$ cat src/rtl/xlat_pkg.sv
// Shared constants and helpers for the translation-control bank.
// Assumes CSR addresses are 12 bits and that mode nibbles follow the
// 64-bit pointer layout (bits 63:60) whenever XLEN is 64.
package xlat_pkg;

    localparam logic [11:0] ADDR_SATP  = 12'h180;
    localparam logic [11:0] ADDR_VSATP = 12'h280;
    localparam logic [11:0] ADDR_HGATP = 12'h680;
    localparam logic [11:0] ADDR_MISA  = 12'h301;

    localparam int          HBIT       = 7;

    localparam logic [3:0]  MODE_BARE  = 4'd0;
    localparam logic [3:0]  MODE_SV39  = 4'd8;

    typedef enum logic [1:0] {
        PRIV_U = 2'b00,
        PRIV_S = 2'b01,
        PRIV_M = 2'b11
    } priv_e;

    // True when the mode carried by a write is one this bank accepts.
    function automatic logic mode_legal(input int xlen, input logic [63:0] v);
        if (xlen == 32) begin
            return 1'b1;
        end
        return (v[63:60] == MODE_BARE) || (v[63:60] == MODE_SV39);
    endfunction

endpackage

$ cat src/rtl/xlat_atp_reg.sv
// One page-table pointer register with WARL mode filtering.
// When PRESENT is 0, the register is tied to zero and writes are dropped.
// Assumes wr_en is already qualified by the address decode.
module xlat_atp_reg #(
    parameter int XLEN    = 64,
    parameter bit PRESENT = 1'b1,
    parameter int PPN_W   = 44
) (
    input  logic            clk,
    input  logic            rst_n,
    input  logic            wr_en,
    input  logic [XLEN-1:0] wdata,
    output logic [XLEN-1:0] value,
    output logic            mode_on,
    output logic [PPN_W-1:0] root_ppn
);
    localparam int MODE_LSB = (XLEN == 32) ? 31 : 60;

    generate
        if (PRESENT) begin : g_store
            logic [XLEN-1:0] q;
            logic            legal;

            // Decide whether the incoming mode value is supported.
            always_comb legal = xlat_pkg::mode_legal(XLEN, 64'(wdata));

            // Capture a whole legal write; drop an illegal one entirely.
            always_ff @(posedge clk) begin
                if (!rst_n) begin
                    q <= '0;
                end else if (wr_en && legal) begin
                    q <= wdata;
                end
            end

            assign value = q;

            p_keep_on_illegal_r4: assert property (@(posedge clk) disable iff (!rst_n)
                wr_en && !legal |=> $stable(q));

            p_take_legal_r3: assert property (@(posedge clk) disable iff (!rst_n)
                wr_en && legal |=> q == $past(wdata));

            p_hold_idle_r12: assert property (@(posedge clk) disable iff (!rst_n)
                !wr_en |=> $stable(q));

            if (XLEN == 64) begin : g_mode_chk
                p_mode_set_r3: assert property (@(posedge clk) disable iff (!rst_n)
                    (q[63:60] == xlat_pkg::MODE_BARE) || (q[63:60] == xlat_pkg::MODE_SV39));
            end
        end else begin : g_tie
            logic unused_inputs;
            assign unused_inputs = ^{wr_en, wdata, clk, rst_n};
            assign value = '0;
        end
    endgenerate

    assign mode_on  = |value[XLEN-1:MODE_LSB];
    assign root_ppn = value[PPN_W-1:0];

endmodule

$ cat src/rtl/xlat_hext_bit.sv
// Hypervisor-enable bit of the ISA register; the only writable bit there.
// When PRESENT is 0, the bit is tied low and writes are dropped.
module xlat_hext_bit #(
    parameter bit PRESENT = 1'b1
) (
    input  logic clk,
    input  logic rst_n,
    input  logic wr_en,
    input  logic wbit,
    output logic h_on
);
    generate
        if (PRESENT) begin : g_bit
            logic q;

            // Load the hypervisor bit on a write to the ISA register.
            always_ff @(posedge clk) begin
                if (!rst_n) begin
                    q <= 1'b0;
                end else if (wr_en) begin
                    q <= wbit;
                end
            end

            assign h_on = q;

            p_h_follow_r6: assert property (@(posedge clk) disable iff (!rst_n)
                wr_en |=> q == $past(wbit));

            p_h_hold_r6: assert property (@(posedge clk) disable iff (!rst_n)
                !wr_en |=> $stable(q));
        end else begin : g_tie
            logic unused_inputs;
            assign unused_inputs = ^{clk, rst_n, wr_en, wbit};
            assign h_on = 1'b0;
        end
    endgenerate

endmodule

$ cat src/rtl/xlat_gate.sv
// Combines the stored mode flags with privilege and virtualization
// to produce the per-stage translation enables.
// Assumes priv_lvl uses 2'b11 for machine mode.
module xlat_gate (
    input  logic       clk,
    input  logic       rst_n,
    input  logic [1:0] priv_lvl,
    input  logic       virt_on,
    input  logic       hyp_on,
    input  logic       s_mode_on,
    input  logic       vs_mode_on,
    input  logic       g_mode_on,
    output logic       s_en,
    output logic       vs_en,
    output logic       g_en
);
    logic below_m;
    logic guest;

    // Qualify privilege and guest context, then each stage.
    always_comb begin
        below_m = (priv_lvl != xlat_pkg::PRIV_M);
        guest   = virt_on && hyp_on;
        s_en    = below_m && !guest && s_mode_on;
        vs_en   = below_m && guest && vs_mode_on;
        g_en    = below_m && guest && g_mode_on;
    end

    p_mach_bare_r9: assert property (@(posedge clk) disable iff (!rst_n)
        priv_lvl == xlat_pkg::PRIV_M |-> !s_en && !vs_en && !g_en);

    p_guest_needs_virt_r10: assert property (@(posedge clk) disable iff (!rst_n)
        !(virt_on && hyp_on) |-> !vs_en && !g_en);

    p_one_first_stage_r9: assert property (@(posedge clk) disable iff (!rst_n)
        !(s_en && vs_en));

endmodule

$ cat src/rtl/xlat_ctl.sv
// Top of the translation-control bank: decodes the CSR port, holds the
// pointer registers and the hypervisor bit, and drives stage enables.
// Assumes a single hart and a combinational read port.
module xlat_ctl #(
    parameter int XLEN   = 64,
    parameter bit MMU_EN = 1'b1,
    parameter bit HYP_EN = 1'b1,
    localparam int PPN_W = (XLEN == 32) ? 22 : 44
) (
    input  logic             clk,
    input  logic             rst_n,
    input  logic [11:0]      csr_addr,
    input  logic             csr_we,
    input  logic [XLEN-1:0]  csr_wdata,
    output logic [XLEN-1:0]  csr_rdata,
    input  logic [1:0]       priv_lvl,
    input  logic             virt_on,
    output logic             hyp_on,
    output logic             s_xlat_en,
    output logic [PPN_W-1:0] s_root_ppn,
    output logic             vs_xlat_en,
    output logic [PPN_W-1:0] vs_root_ppn,
    output logic             g_xlat_en,
    output logic [PPN_W-1:0] g_root_ppn
);
    import xlat_pkg::*;

    localparam bit         HYP_OK = HYP_EN && (XLEN == 64);
    localparam bit         G_OK   = HYP_OK && MMU_EN;
    localparam logic [1:0] MXL    = (XLEN == 32) ? 2'd1 : 2'd2;

    logic            wr_satp, wr_vsatp, wr_hgatp, wr_misa;
    logic [XLEN-1:0] satp_q, vsatp_q, hgatp_q;
    logic            s_mode, vs_mode, g_mode;
    logic [XLEN-1:0] misa_rd;

    // Decode write strobes per register.
    always_comb begin
        wr_satp  = csr_we && (csr_addr == ADDR_SATP);
        wr_vsatp = csr_we && (csr_addr == ADDR_VSATP);
        wr_hgatp = csr_we && (csr_addr == ADDR_HGATP);
        wr_misa  = csr_we && (csr_addr == ADDR_MISA);
    end

    xlat_atp_reg #(.XLEN(XLEN), .PRESENT(MMU_EN), .PPN_W(PPN_W)) u_satp (
        .clk(clk), .rst_n(rst_n), .wr_en(wr_satp), .wdata(csr_wdata),
        .value(satp_q), .mode_on(s_mode), .root_ppn(s_root_ppn));

    xlat_atp_reg #(.XLEN(XLEN), .PRESENT(G_OK), .PPN_W(PPN_W)) u_vsatp (
        .clk(clk), .rst_n(rst_n), .wr_en(wr_vsatp), .wdata(csr_wdata),
        .value(vsatp_q), .mode_on(vs_mode), .root_ppn(vs_root_ppn));

    xlat_atp_reg #(.XLEN(XLEN), .PRESENT(G_OK), .PPN_W(PPN_W)) u_hgatp (
        .clk(clk), .rst_n(rst_n), .wr_en(wr_hgatp), .wdata(csr_wdata),
        .value(hgatp_q), .mode_on(g_mode), .root_ppn(g_root_ppn));

    xlat_hext_bit #(.PRESENT(HYP_OK)) u_hbit (
        .clk(clk), .rst_n(rst_n), .wr_en(wr_misa), .wbit(csr_wdata[HBIT]),
        .h_on(hyp_on));

    xlat_gate u_gate (
        .clk(clk), .rst_n(rst_n), .priv_lvl(priv_lvl), .virt_on(virt_on),
        .hyp_on(hyp_on), .s_mode_on(s_mode), .vs_mode_on(vs_mode),
        .g_mode_on(g_mode), .s_en(s_xlat_en), .vs_en(vs_xlat_en),
        .g_en(g_xlat_en));

    // Assemble the visible ISA register value.
    always_comb begin
        misa_rd                  = '0;
        misa_rd[XLEN-1:XLEN-2]   = MXL;
        misa_rd[HBIT]            = hyp_on;
    end

    // Select read data by address; unmapped addresses read zero.
    always_comb begin
        case (csr_addr)
            ADDR_SATP:  csr_rdata = satp_q;
            ADDR_VSATP: csr_rdata = vsatp_q;
            ADDR_HGATP: csr_rdata = hgatp_q;
            ADDR_MISA:  csr_rdata = misa_rd;
            default:    csr_rdata = '0;
        endcase
    end

    p_satp_ppn_r11: assert property (@(posedge clk) disable iff (!rst_n)
        csr_addr == ADDR_SATP |-> csr_rdata[PPN_W-1:0] == s_root_ppn);

    p_hgatp_ppn_r11: assert property (@(posedge clk) disable iff (!rst_n)
        csr_addr == ADDR_HGATP |-> csr_rdata[PPN_W-1:0] == g_root_ppn);

    p_hyp_gate_r10: assert property (@(posedge clk) disable iff (!rst_n)
        !hyp_on |-> !vs_xlat_en && !g_xlat_en);

    p_hyp_read_r6: assert property (@(posedge clk) disable iff (!rst_n)
        csr_addr == ADDR_MISA |-> csr_rdata[HBIT] == hyp_on);

endmodule

$ cat config.mk
export PLATFORM = sky130hd
export DESIGN_NAME = xlat_ctl
export DESIGN_NICKNAME = d
export VERILOG_FILES = /design/src/rtl/xlat_pkg.sv /design/src/rtl/xlat_atp_reg.sv /design/src/rtl/xlat_hext_bit.sv /design/src/rtl/xlat_gate.sv /design/src/rtl/xlat_ctl.sv
export SDC_FILE = /design/constraint.sdc
export NUM_CORES = 1
export LEC_CHECK = 0
export BUFFER_PORTS_ARGS = -buffer_cell sky130_fd_sc_hd__buf_2
export CAP_MARGIN = 10
export CORE_MARGIN = 8
export CORE_UTILIZATION = 47
export DETAILED_ROUTE_END_ITERATION = 6
export PLACE_DENSITY = 0.88
export SYNTH_ARGS = -nofsm -noshare
export SYNTH_HDL_FRONTEND = slang
export SYNTH_SLANG_ARGS = --single-unit
$ cat constraint.sdc
create_clock -name clk -period 2.3 [get_ports clk]
set_input_delay 0.46 -clock clk [delete_from_list [all_inputs] [get_ports clk]]
set_output_delay 0.46 -clock clk [all_outputs]
set_load 0.05 [all_outputs]
# After elaboration in Yosys (flattened, before gate mapping)
# Cells that the tools add are included.
[totals] input_bits=82 mem_count=0 rom_bits=0 register_bits=193 output_inout_bits=200 mem_bits_rw=0 latchBits=0
[classes] reduce_logical=19 eq_ne=6 n_bitwise=0 mux=1 n_lt_le_gt_ge=0 shifts=0 addsub=0 n_div=0 n_mul=0
[op_table] operator="64-bit case mux with 4 select lines" count=1
[op_table] operator="12-bit by 10-bit == test with 1-bit output, second input constant" count=2
[op_table] operator="1-bit logical AND" count=13
[op_table] operator="12-bit by 11-bit == test with 1-bit output, second input constant" count=1
[op_table] operator="12-bit by 9-bit == test with 1-bit output, second input constant" count=1
[op_table] operator="4-bit OR reduction" count=3
[op_table] operator="4-bit == test, second input constant" count=1
[op_table] operator="4-bit zero test" count=1
[op_table] operator="2-bit != test, second input constant" count=1
[op_table] operator="1-bit zero test" count=1
[op_table] operator="1-bit logical OR" count=1

# Depth between registers and ports, before layout
# Gate-level depths: netlist of the first run.
[logic_depth] ltp_word=4 depth_mapped=6 depth_no_buf=4

# Cells and area by module
# Synthesis of the first run repeated with hierarchy kept, for this count alone.
[hier_totals] cells_unflattened=1140 hier_area_um2=10232.3
[modules_own_cells] mod="xlat_atp_reg" instances=3 cells_each=318 area_each_um2=2932.8
[modules_own_cells] mod="xlat_ctl" instances=1 cells_each=178 area_each_um2=1366.3
[modules_own_cells] mod="xlat_hext_bit" instances=1 cells_each=3 area_each_um2=36.3
[modules_own_cells] mod="xlat_gate" instances=1 cells_each=5 area_each_um2=31.3

# Worst setup path before layout of the first run
# OpenSTA, ideal clock, no wires.
[synth_path] path_kind="input -> output" start="input csr_addr[11]" end="output csr_rdata[11]" cell_stages=6 slack_ps=-364 t_required_ps=1840 arrival_time_ps=2204 path_buffers=2 path_cell_list="or3b_1 buf_2 or3_4 nor2_4 buf_2 a221o_1"
[synth_between] elab_chain_cells=2
[synth_rtl] item="start: declaration" line_no="xlat_ctl.sv:12" rtl="input logic [11:0] csr_addr,"
[synth_rtl] item="12-bit by 10-bit == test with 1-bit output (tied with other cells)" line_no="xlat_ctl.sv:76" rtl="case (csr_addr)"
[synth_rtl] item="64-bit case mux with 4 select lines *" line_no="xlat_ctl.sv:76"
[synth_rtl] item="end: declaration" line_no="xlat_ctl.sv:15" rtl="output logic [XLEN-1:0] csr_rdata,"
# Mark *: on every way between the ends. The rest lies on a longest branch, timed or not.

# Worst setup path after layout of the first run
[layout_path] start="input csr_addr[11]" end="output csr_rdata[7]"
# Same word-level chain as after synthesis.

==> impl_metrics.json, run 1 <==
{
  "synth.ff_latch_count": 193,
  "drc": 0,
  "finalHoldViolations": 0,
  "syn-cell-area_um2": 9438,
  "overflow": 0,
  "internal-power_mw": 4.857,
  "p_clk_frac": 0.436,
  "tightest_slew_ns": 0.5021,
  "port_buffers": 281,
  "register_area_um2": 3864,
  "clk_path_buf_depth": 2,
  "path_max_fanout": 11,
  "yosysWarningCount": 0,
  "routed_wl_um": 28500,
  "failed_checks": "setup timing",
  "die_width_um": 157.7,
  "async_flop_share": 0,
  "cap_viol_max_count": 0,
  "grt_pass1_vias": 7697,
  "n_fill_cell": 1613,
  "postCtsHoldBufs": 0,
  "p_comb_frac": 0.040,
  "multi_input_area_um2": 4267,
  "rows": 52,
  "fin_nets": 1230,
  "leakage_nw": 4.960,
  "syn_inst": 991,
  "grt_max_degree": 58,
  "dpl_worst_slack_ns": -0.5288,
  "finalInstanceArea_um2": 11800,
  "fin_hold_ws_ns": 0.3297,
  "fin_crit_sh": 1.161,
  "synthTopCellsByCount": "nand2_1, dfxtp_1, mux2i_1",
  "power_mw": 6.364,
  "syn_avg_cell_area_um2": 9.524,
  "synth_top_area_cell": "dfxtp_1",
  "tritoncts": "yes",
  "rsz0062_at_grt": "true",
  "instances_no_fill": 1431,
  "drv_slew": 0,
  "yosysMostFrequentCell": "nand2_1",
  "hpwlAfterDp_um": 19000,
  "ir_drop_mv": 0.4489,
  "dieArea_um2": 24870,
  "groute.usage.overall": 0.2144,
  "p_sw_mw": 1.507,
  "chipHeight_um": 157.7,
  "ys_seq_area_frac": 0.4094,
  "fmax_mhz": 374.6,
  "critPathKind": "input port to output pin",
  "p_sw_frac": 0.2368,
  "status": "complete, but fails checks",
  "drive_gt1_frac": 0.3867,
  "initial_core_util": 0.4725,
  "synthesis.nets": 1073,
  "hp-class": "input port to register",
  "tns_ns": -21.32,
  "gp_congestion": 0.8487,
  "clk_pin_slew_worst_paths_ns": 0.07,
  "period_needed_ns": 2.670,
  "cts_max_level": 4,
  "synth_edf_count": 0,
  "crit_path_end_kind": "output pin",
  "via_per_inst": 5.352,
  "fp.coreArea_um2": 19970,
  "n_antenna_cell": 0,
  "cts_buffers": 17,
  "insertion_delay_ns": 0.42,
  "synth_area_leaders": "dfxtp_1, mux2i_1, buf_4, nand2_1, a221o_1",
  "slew_headroom": 0.6605,
  "dr_total_vias": 7659,
  "drtIter0Drc": 502,
  "placedInstanceArea_um2": 10480,
  "syn_to_final_growth_pct": 25.03,
  "grt_pass1_wl_um": 42030,
  "dr.pass1.iters": 6,
  "wire_per_inst_um": 19.92,
  "setup_viol": 64,
  "synth_ff_type": "dfxtp_1",
  "p_per_area_nw_per_um2": 539.3,
  "worstPathRequired_ns": 1.84,
  "io_pins": 282,
  "synth_cell_types": 31,
  "cp-start-kind": "input port",
  "antenna_found_initial": 1,
  "cp.arrival_ns": 2.21,
  "skew_ns": 0,
  "timing.final.ws_setup_ns": -0.3696,
  "yosysTopAreaCellShare": 0.4094,
  "place_inst": 1386,
  "pwr-share-seq": 0.525,
  "cts.sinks": 193,
  "cts_root_buf": "clkbuf_16",
  "antenna_left": 0,
  "post-route-util": 0.5908
}
-- power by group through the flow --
| stage | combinational (mW) | sequential, mW | clock [mW] |
|---|---|---|---|
| final | 0.253 | 3.34 | 2.77 |
| after detailed placement | 0.242 | 3.42 | 0 |
| after floorplan | 0.120 | 3.42 | 0 |
| after global placement | 0.236 | 3.42 | 0 |
| after CTS | 0.248 | 3.34 | 2.83 |
| after global routing | 0.275 | 3.34 | 2.99 |
-- layout by cell type (no fill, tap or decap), types with 3 or more instances in the layout --
cell / instances
a221o_2: 64
and2_1: 59
and2_4: 4
and3b_1: 9
buf_12: 26
buf_16: 4
buf_2: 213
buf_4: 19
buf_6: 56
buf_8: 15
clkbuf_16: 19
clkinv_4: 5
dfxtp_1: 193
inv_6: 4
mux2i_1: 184
nand2_1: 247
nand3_1: 3
nor2_1: 4
-- area by class of cell --
cell class / instances / share of cell area
tap: 270 / 0.02863
sequential: 193 / 0.3274
multi-input combinational: 599 / 0.3616
inverter: 1 / 0.0003181
timing repair buffer: 336 / 0.2354
clock buffer: 18 / 0.03637
clock inverter: 14 / 0.01029
-- worst max-delay path, stage by stage --
cell	delay (ns)
buf_2	0.12
or3b_4	0.40
or3_4	0.40
nor2_4	0.11
buf_12	0.18
buf_12	0.16
a221o_2	0.21
buf_8	0.15
-- registers in the layout, summed over array words and instances, names as in the netlist --
signal,cells
u_hgatp.value,64
u_satp.value,64
u_vsatp.value,64
u_hbit.h_on,1
-- routing by layer --
layer | GRT usage | vias to the layer above | part of all wire
li1 | - | 3558 | -
met1 | 0.2506 | 3670 | 0.39
met2 | 0.3707 | 367 | 0.49
met3 | 0.05324 | 62 | 0.088
met4 | 0.08250 | 2 | 0.029
met5 | 0 | - | 0.00046
-- worst paths after layout --
check	endpoint	slack, ns	startpoint	cells past startpoint
worst max-delay path	csr_rdata[7]	-0.37	csr_addr[11]	8
worst min-delay path	u_vsatp.value[40]	0.33	csr_wdata[40]	3
worst max register to register	u_hbit.h_on	1.58	u_hbit.h_on	2
worst min register to register	u_vsatp.value[57]	0.46	u_vsatp.value[57]	2
-- repair_timing --
item	in CTS	in global routing
cloned	5	4
setup endpoints to repair	64	65
gates resized for setup	144	17
setup buffers	4	0
pin swaps	8	4
-- logic make-up after synthesis --
group           share of synthesized area
simple gates                       0.1745
buf+inv                            0.1505
flops                              0.4094
mux                                0.1951
compound gates                    0.07053
Power figures use the tool's default switching activity.
==> inputs of run 2 (changes only) <==
GPL_TIMING_DRIVEN = 0   (was not set)
==> run 2 against run 1 <==
Against the previous run:
- the flow still finishes with violations (setup timing)
- register-to-register slack about the same
- die area unchanged
- total power increased by 4.0%
- non-clock buffer count increased by 161
- highest routed layer unchanged
- clock-buffer cell count increased by 3
- fmax decreased by 1.3%
- utilization increased by 6.2 points
- largest cell class unchanged
- design area increased by 10%
==> impl_metrics.json, run 2 (synthesis results as in run 1) <==
{
  "status": "complete, but fails checks",
  "failed_checks": "setup timing",
  "cts_root_buf": "clkbuf_16",
  "fmax_mhz": 369.9,
  "cts_buffers": 17,
  "drc": 0,
  "routed_wl_um": 33020,
  "grt_pass1_wl_um": 48690,
  "rsz0062_at_grt": "true",
  "drv_slew": 0,
  "setup_viol": 64,
  "cap_viol_max_count": 0,
  "ir_drop_mv": 0.5625,
  "final_cell_mix": "nand2_1, buf_2, dfxtp_1",
  "cp-start-kind": "input port",
  "grt_pass1_vias": 8826,
  "die_width_um": 157.7,
  "slew_headroom": 0.4912,
  "fp.coreArea_um2": 19970,
  "hpwlAfterDp_um": 22530,
  "groute.usage.overall": 0.2549,
  "drive_gt1_frac": 0.4440,
  "via_per_inst": 5.303,
  "finalInstanceArea_um2": 13030,
  "path_max_fanout": 7,
  "worstPathRequired_ns": 1.84,
  "leakage_nw": 5.774,
  "r2r_setup_slack_ns": 1.58,
  "rows": 52,
  "worstRegToRegCells": 2,
  "fin_nets": 1391,
  "skew_ns": 0,
  "cp_top_family": "simple AND/OR/NAND/NOR gates",
  "critPathBufInv": 5,
  "clk_path_buf_depth": 2,
  "cts_max_level": 4,
  "finalHoldViolations": 0,
  "gp_congestion": 0.8477,
  "overflow": 0,
  "min_from": "csr_wdata[41]",
  "p_per_area_nw_per_um2": 507.9,
  "cp.depth": 9,
  "hp-class": "input port to register",
  "dpl_worst_slack_ns": -1.236,
  "tightest_slew_ns": 0.7633,
  "timing.final.ws_setup_ns": -0.4035,
  "antenna_found_initial": 5,
  "period_needed_ns": 2.703,
  "clk_pin_slew_worst_paths_ns": 0.07,
  "syn_to_final_growth_pct": 38.07,
  "grt_max_degree": 17,
  "antenna_left": 0,
  "cp-startpoint": "csr_addr[3]",
  "hold_path_depth": 3,
  "reg2reg_from": "u_vsatp.value[32]",
  "critPathSlowestCell": "or4_4",
  "critPathKind": "input port to output pin",
  "crit_path_end_kind": "output pin",
  "drtIter0Drc": 560,
  "dr.pass1.iters": 6,
  "placedInstanceArea_um2": 11290,
  "r2r_end": "u_vsatp.value[32]",
  "cts.sinks": 193,
  "holdPathEnd": "u_vsatp.value[41]",
  "chipHeight_um": 157.7,
  "postCtsHoldBufs": 0,
  "fin_crit_sh": 1.175,
  "cp_common_cell": "buf_6",
  "insertion_delay_ns": 0.42,
  "cp_slowest_stage_delay_ns": 0.57,
  "final_common_cell": "nand2_1",
  "n_fill_cell": 1509,
  "initial_core_util": 0.4725,
  "dieArea_um2": 24870,
  "path_cells": "buf_6 -> or4_4 -> nor4_4 -> buf_6 -> buf_6 -> buf_6 -> and2_4 -> a221o_2 -> buf_8",
  "wire_per_inst_um": 20.69,
  "io_pins": 282,
  "cp.arrival_ns": 2.24,
  "tritoncts": "yes",
  "port_buffers": 280,
  "dr_total_vias": 8463
}
run 2: changes by cell type in the layout (fill, tap and decap cells not counted), sizes merged:
cell,previous run,this run
diode,0,4
bufinv,0,2
inv,7,3
clkbuf,20,52
buf,333,466
bufbuf,1,0
clkinvlp,2,1
run 2: power by group:
group,switching (mW),internal (mW)
clock,1.33,1.67
combinational,0.183,0.0931
sequential,0.0000423,3.34
run 2: worst max path at each step:
stage / endpoint / slack [ns]
floorplan: csr_rdata[16] / -0.21
global placement: csr_rdata[19] / -1.21
detailed placement: csr_rdata[19] / -1.24
CTS: csr_rdata[19] / -0.45
global route: csr_rdata[62] / -0.44
finish: csr_rdata[28] / -0.40
run 2: worst register-to-register path, stage by stage (launching register included):
cell     delay [ns]
dfxtp_1        0.38
nand2_1        0.09
mux2i_1        0.18
run 2: stage by stage:
step	util	cells	hold slack (ns)	setup TNS [ns]	power, mW
5_1_grt	0.6524	1596	0.3212	-26.20	6.813
6_report	0.6524	1596	0.3351	-23.51	6.619
3_5_place_dp	0.5655	1541	0.4459	-111.80	3.674
4_1_cts	0.6425	1590	0.3136	-25.44	6.634
3_3_place_gp	0.5655	1541	0.4384	-104.50	3.671
2_1_floorplan	-	991	0.4301	-12.88	3.537
run 2: per-layer routing:
layer / global-route usage / part of all wire / vias up
li1: - / - / 3889
met1: 0.2921 / 0.39 / 4081
met2: 0.4415 / 0.50 / 399
met3: 0.05651 / 0.075 / 92
met4: 0.1238 / 0.040 / 2
met5: 0 / 0.00039 / -
run 2: layout make-up:
type / count / area, µm² / area share
antenna: 4 / 10.01 / 0.0007681
buffer: 196 / 1618 / 0.1241
clock buffer: 21 / 460.4 / 0.03533
clock inverter: 11 / 128.9 / 0.009890
inverter: 1 / 3.754 / 0.0002880
multi-input combinational: 599 / 4275 / 0.3281
sequential: 193 / 3864 / 0.2965
tap: 270 / 337.8 / 0.02592
timing repair buffer: 301 / 2333 / 0.1791
run 2: what timing repair did:
item / in CTS / in global routing
setup endpoints to repair: 64 / 64
cloned: 4 / 3
buffers inserted: 15 / 1
pin swaps: 28 / 21
gates resized for setup: 209 / 53
==> inputs of run 3 (changes only) <==
PLACE_DENSITY = not set   (was 0.88)
PLACE_DENSITY_LB_ADDON = 0.05   (was not set)
SKIP_LAST_GASP = 1   (was not set)
==> run 3 against run 2 <==
Against the previous run:
- the flow still finishes with violations (setup timing)
- cell count is 0.63% lower
- design area is 2.7% lower
- sequential share of layout area is 0.81 points higher
- global-route usage is 2.7 points lower
- via count is 7.1% lower
- die area stayed put
- clock power is 6% lower
- clock skew stayed put
- largest power group unchanged
==> impl_metrics.json, run 3 (synthesis results as in run 1) <==
{
  "p_per_area_nw_per_um2": 507.2,
  "fin_nets": 1382,
  "routed_wl_um": 29020,
  "drc": 0,
  "rows": 52,
  "dr.pass1.iters": 4,
  "hpwlAfterDp_um": 21170,
  "gp_congestion": 0.7933,
  "worstPathRequired_ns": 1.84,
  "p_clk_frac": 0.440,
  "groute.usage.overall": 0.2281,
  "cp.arrival_ns": 2.22,
  "chipHeight_um": 157.7,
  "fp.coreArea_um2": 19970,
  "finalInstanceArea_um2": 12680,
  "pwr-share-seq": 0.519,
  "overflow": 0,
  "drive_gt1_frac": 0.4318,
  "internal-power_mw": 4.840,
  "cts.sinks": 193,
  "cts_max_level": 4,
  "initial_core_util": 0.4725,
  "tns_ns": -22.17,
  "antenna_left": 0,
  "r2r_setup_slack_ns": 1.56,
  "port_buffers": 280,
  "tritoncts": "yes",
  "grt_max_degree": 19,
  "setup_viol": 64,
  "fin_hold_ws_ns": 0.3208,
  "post-route-util": 0.6351,
  "grt_pass1_wl_um": 43840,
  "p_sw_frac": 0.2477,
  "io_pins": 282,
  "syn_to_final_growth_pct": 34.40,
  "cts_buffers": 17,
  "skew_ns": 0,
  "slew_headroom": 0.5785,
  "failed_checks": "setup timing",
  "grt_pass1_vias": 7814,
  "place_inst": 1541,
  "wire_per_inst_um": 18.30,
  "cts_root_buf": "clkbuf_16",
  "status": "complete, but fails checks",
  "dieArea_um2": 24870,
  "placedInstanceArea_um2": 11290,
  "drtIter0Drc": 386,
  "path_max_fanout": 10,
  "crit_path_end_kind": "output pin",
  "timing.final.ws_setup_ns": -0.3810,
  "instances_no_fill": 1586,
  "antenna_found_initial": 3,
  "via_per_inst": 4.959,
  "final_cell_mix": "nand2_1, buf_2, dfxtp_1",
  "power_mw": 6.434,
  "p_sw_mw": 1.594,
  "clk_path_buf_depth": 2,
  "finalHoldViolations": 0,
  "hp-class": "input port to register",
  "clk_pin_slew_worst_paths_ns": 0.08,
  "fmax_mhz": 373.0,
  "die_width_um": 157.7,
  "dr_total_vias": 7865,
  "critPathKind": "input port to output pin",
  "p_comb_frac": 0.041,
  "insertion_delay_ns": 0.43,
  "fin_crit_sh": 1.166,
  "cap_viol_max_count": 0,
  "cp-start-kind": "input port",
  "drv_slew": 0,
  "rsz0062_at_grt": "true",
  "final_common_cell": "nand2_1",
  "ir_drop_mv": 0.5297,
  "tightest_slew_ns": 0.6322,
  "period_needed_ns": 2.681,
  "n_fill_cell": 1787,
  "leakage_nw": 5.631,
  "dpl_worst_slack_ns": -1.036
}
-- run 3: cell types whose count changed in the layout (fill, tap and decap cells not counted), sizes merged --
cell | previous run | this run
clkinvlp | 1 | 3
bufinv | 2 | 0
buf | 466 | 459
diode | 4 | 3
clkinv | 6 | 7
inv | 3 | 6
clkbuf | 52 | 46
-- run 3: power by group through the flow --
stage	logic, mW	clock network (mW)	registers, mW
2_1_floorplan	0.120	0	3.42
3_3_place_gp	0.260	0	3.42
3_5_place_dp	0.260	0	3.42
4_1_cts	0.262	2.86	3.34
5_1_grt	0.287	3.02	3.34
6_report	0.264	2.83	3.34
-- run 3: final timing paths --
| path | startpoint | to | cells past startpoint |
|---|---|---|---|
| worst max-delay path | csr_addr[9] | csr_rdata[48] | 8 |
| worst min-delay path | csr_wdata[11] | u_vsatp.value[11] | 3 |
| worst max register to register | u_hbit.h_on | u_hbit.h_on | 2 |
| worst min register to register | u_satp.value[59] | u_satp.value[59] | 2 |
-- run 3: area by class of cell --
class | instances | area [µm²] | share of cell area
multi-input cells | 599 | 4237 | 0.3340
flip-flops and latches | 193 | 3864 | 0.3046
repair buffers | 292 | 2073 | 0.1634
plain buffers | 196 | 1608 | 0.1268
clock buffers | 17 | 425.4 | 0.03354
well taps | 270 | 337.8 | 0.02663
clock inverters | 15 | 128.9 | 0.01016
diodes | 3 | 7.507 | 0.0005918
inverters | 1 | 3.754 | 0.0002959
-- run 3: per-layer routing --
layer  GRT usage  up-vias  part of all wire
met3     0.04505       23             0.062
met1      0.2911     3752              0.44
li1            -     3875                 -
met5           0        -           0.00034
met2      0.3822      213              0.48
met4     0.06754        2             0.011
-- run 3: critical path, cell delays in order --
cell     delay [ns]
buf_2          0.12
or3b_2         0.51
nor4_4         0.29
buf_6          0.19
buf_4          0.20
and2_1         0.15
a221o_2        0.13
buf_6          0.16
-- run 3: repair_timing --
| item | 4_1_cts | 5_1_grt |
|---|---|---|
| endpoints found under the hold margin | 0 | 0 |
| hold buffers | 0 | 0 |
| pin swaps | 17 | 7 |
| buffers inserted | 8 | 3 |
| resized for setup | 186 | 29 |
| cloned | 1 | 0 |
| endpoints found under the setup margin | 64 | 64 |
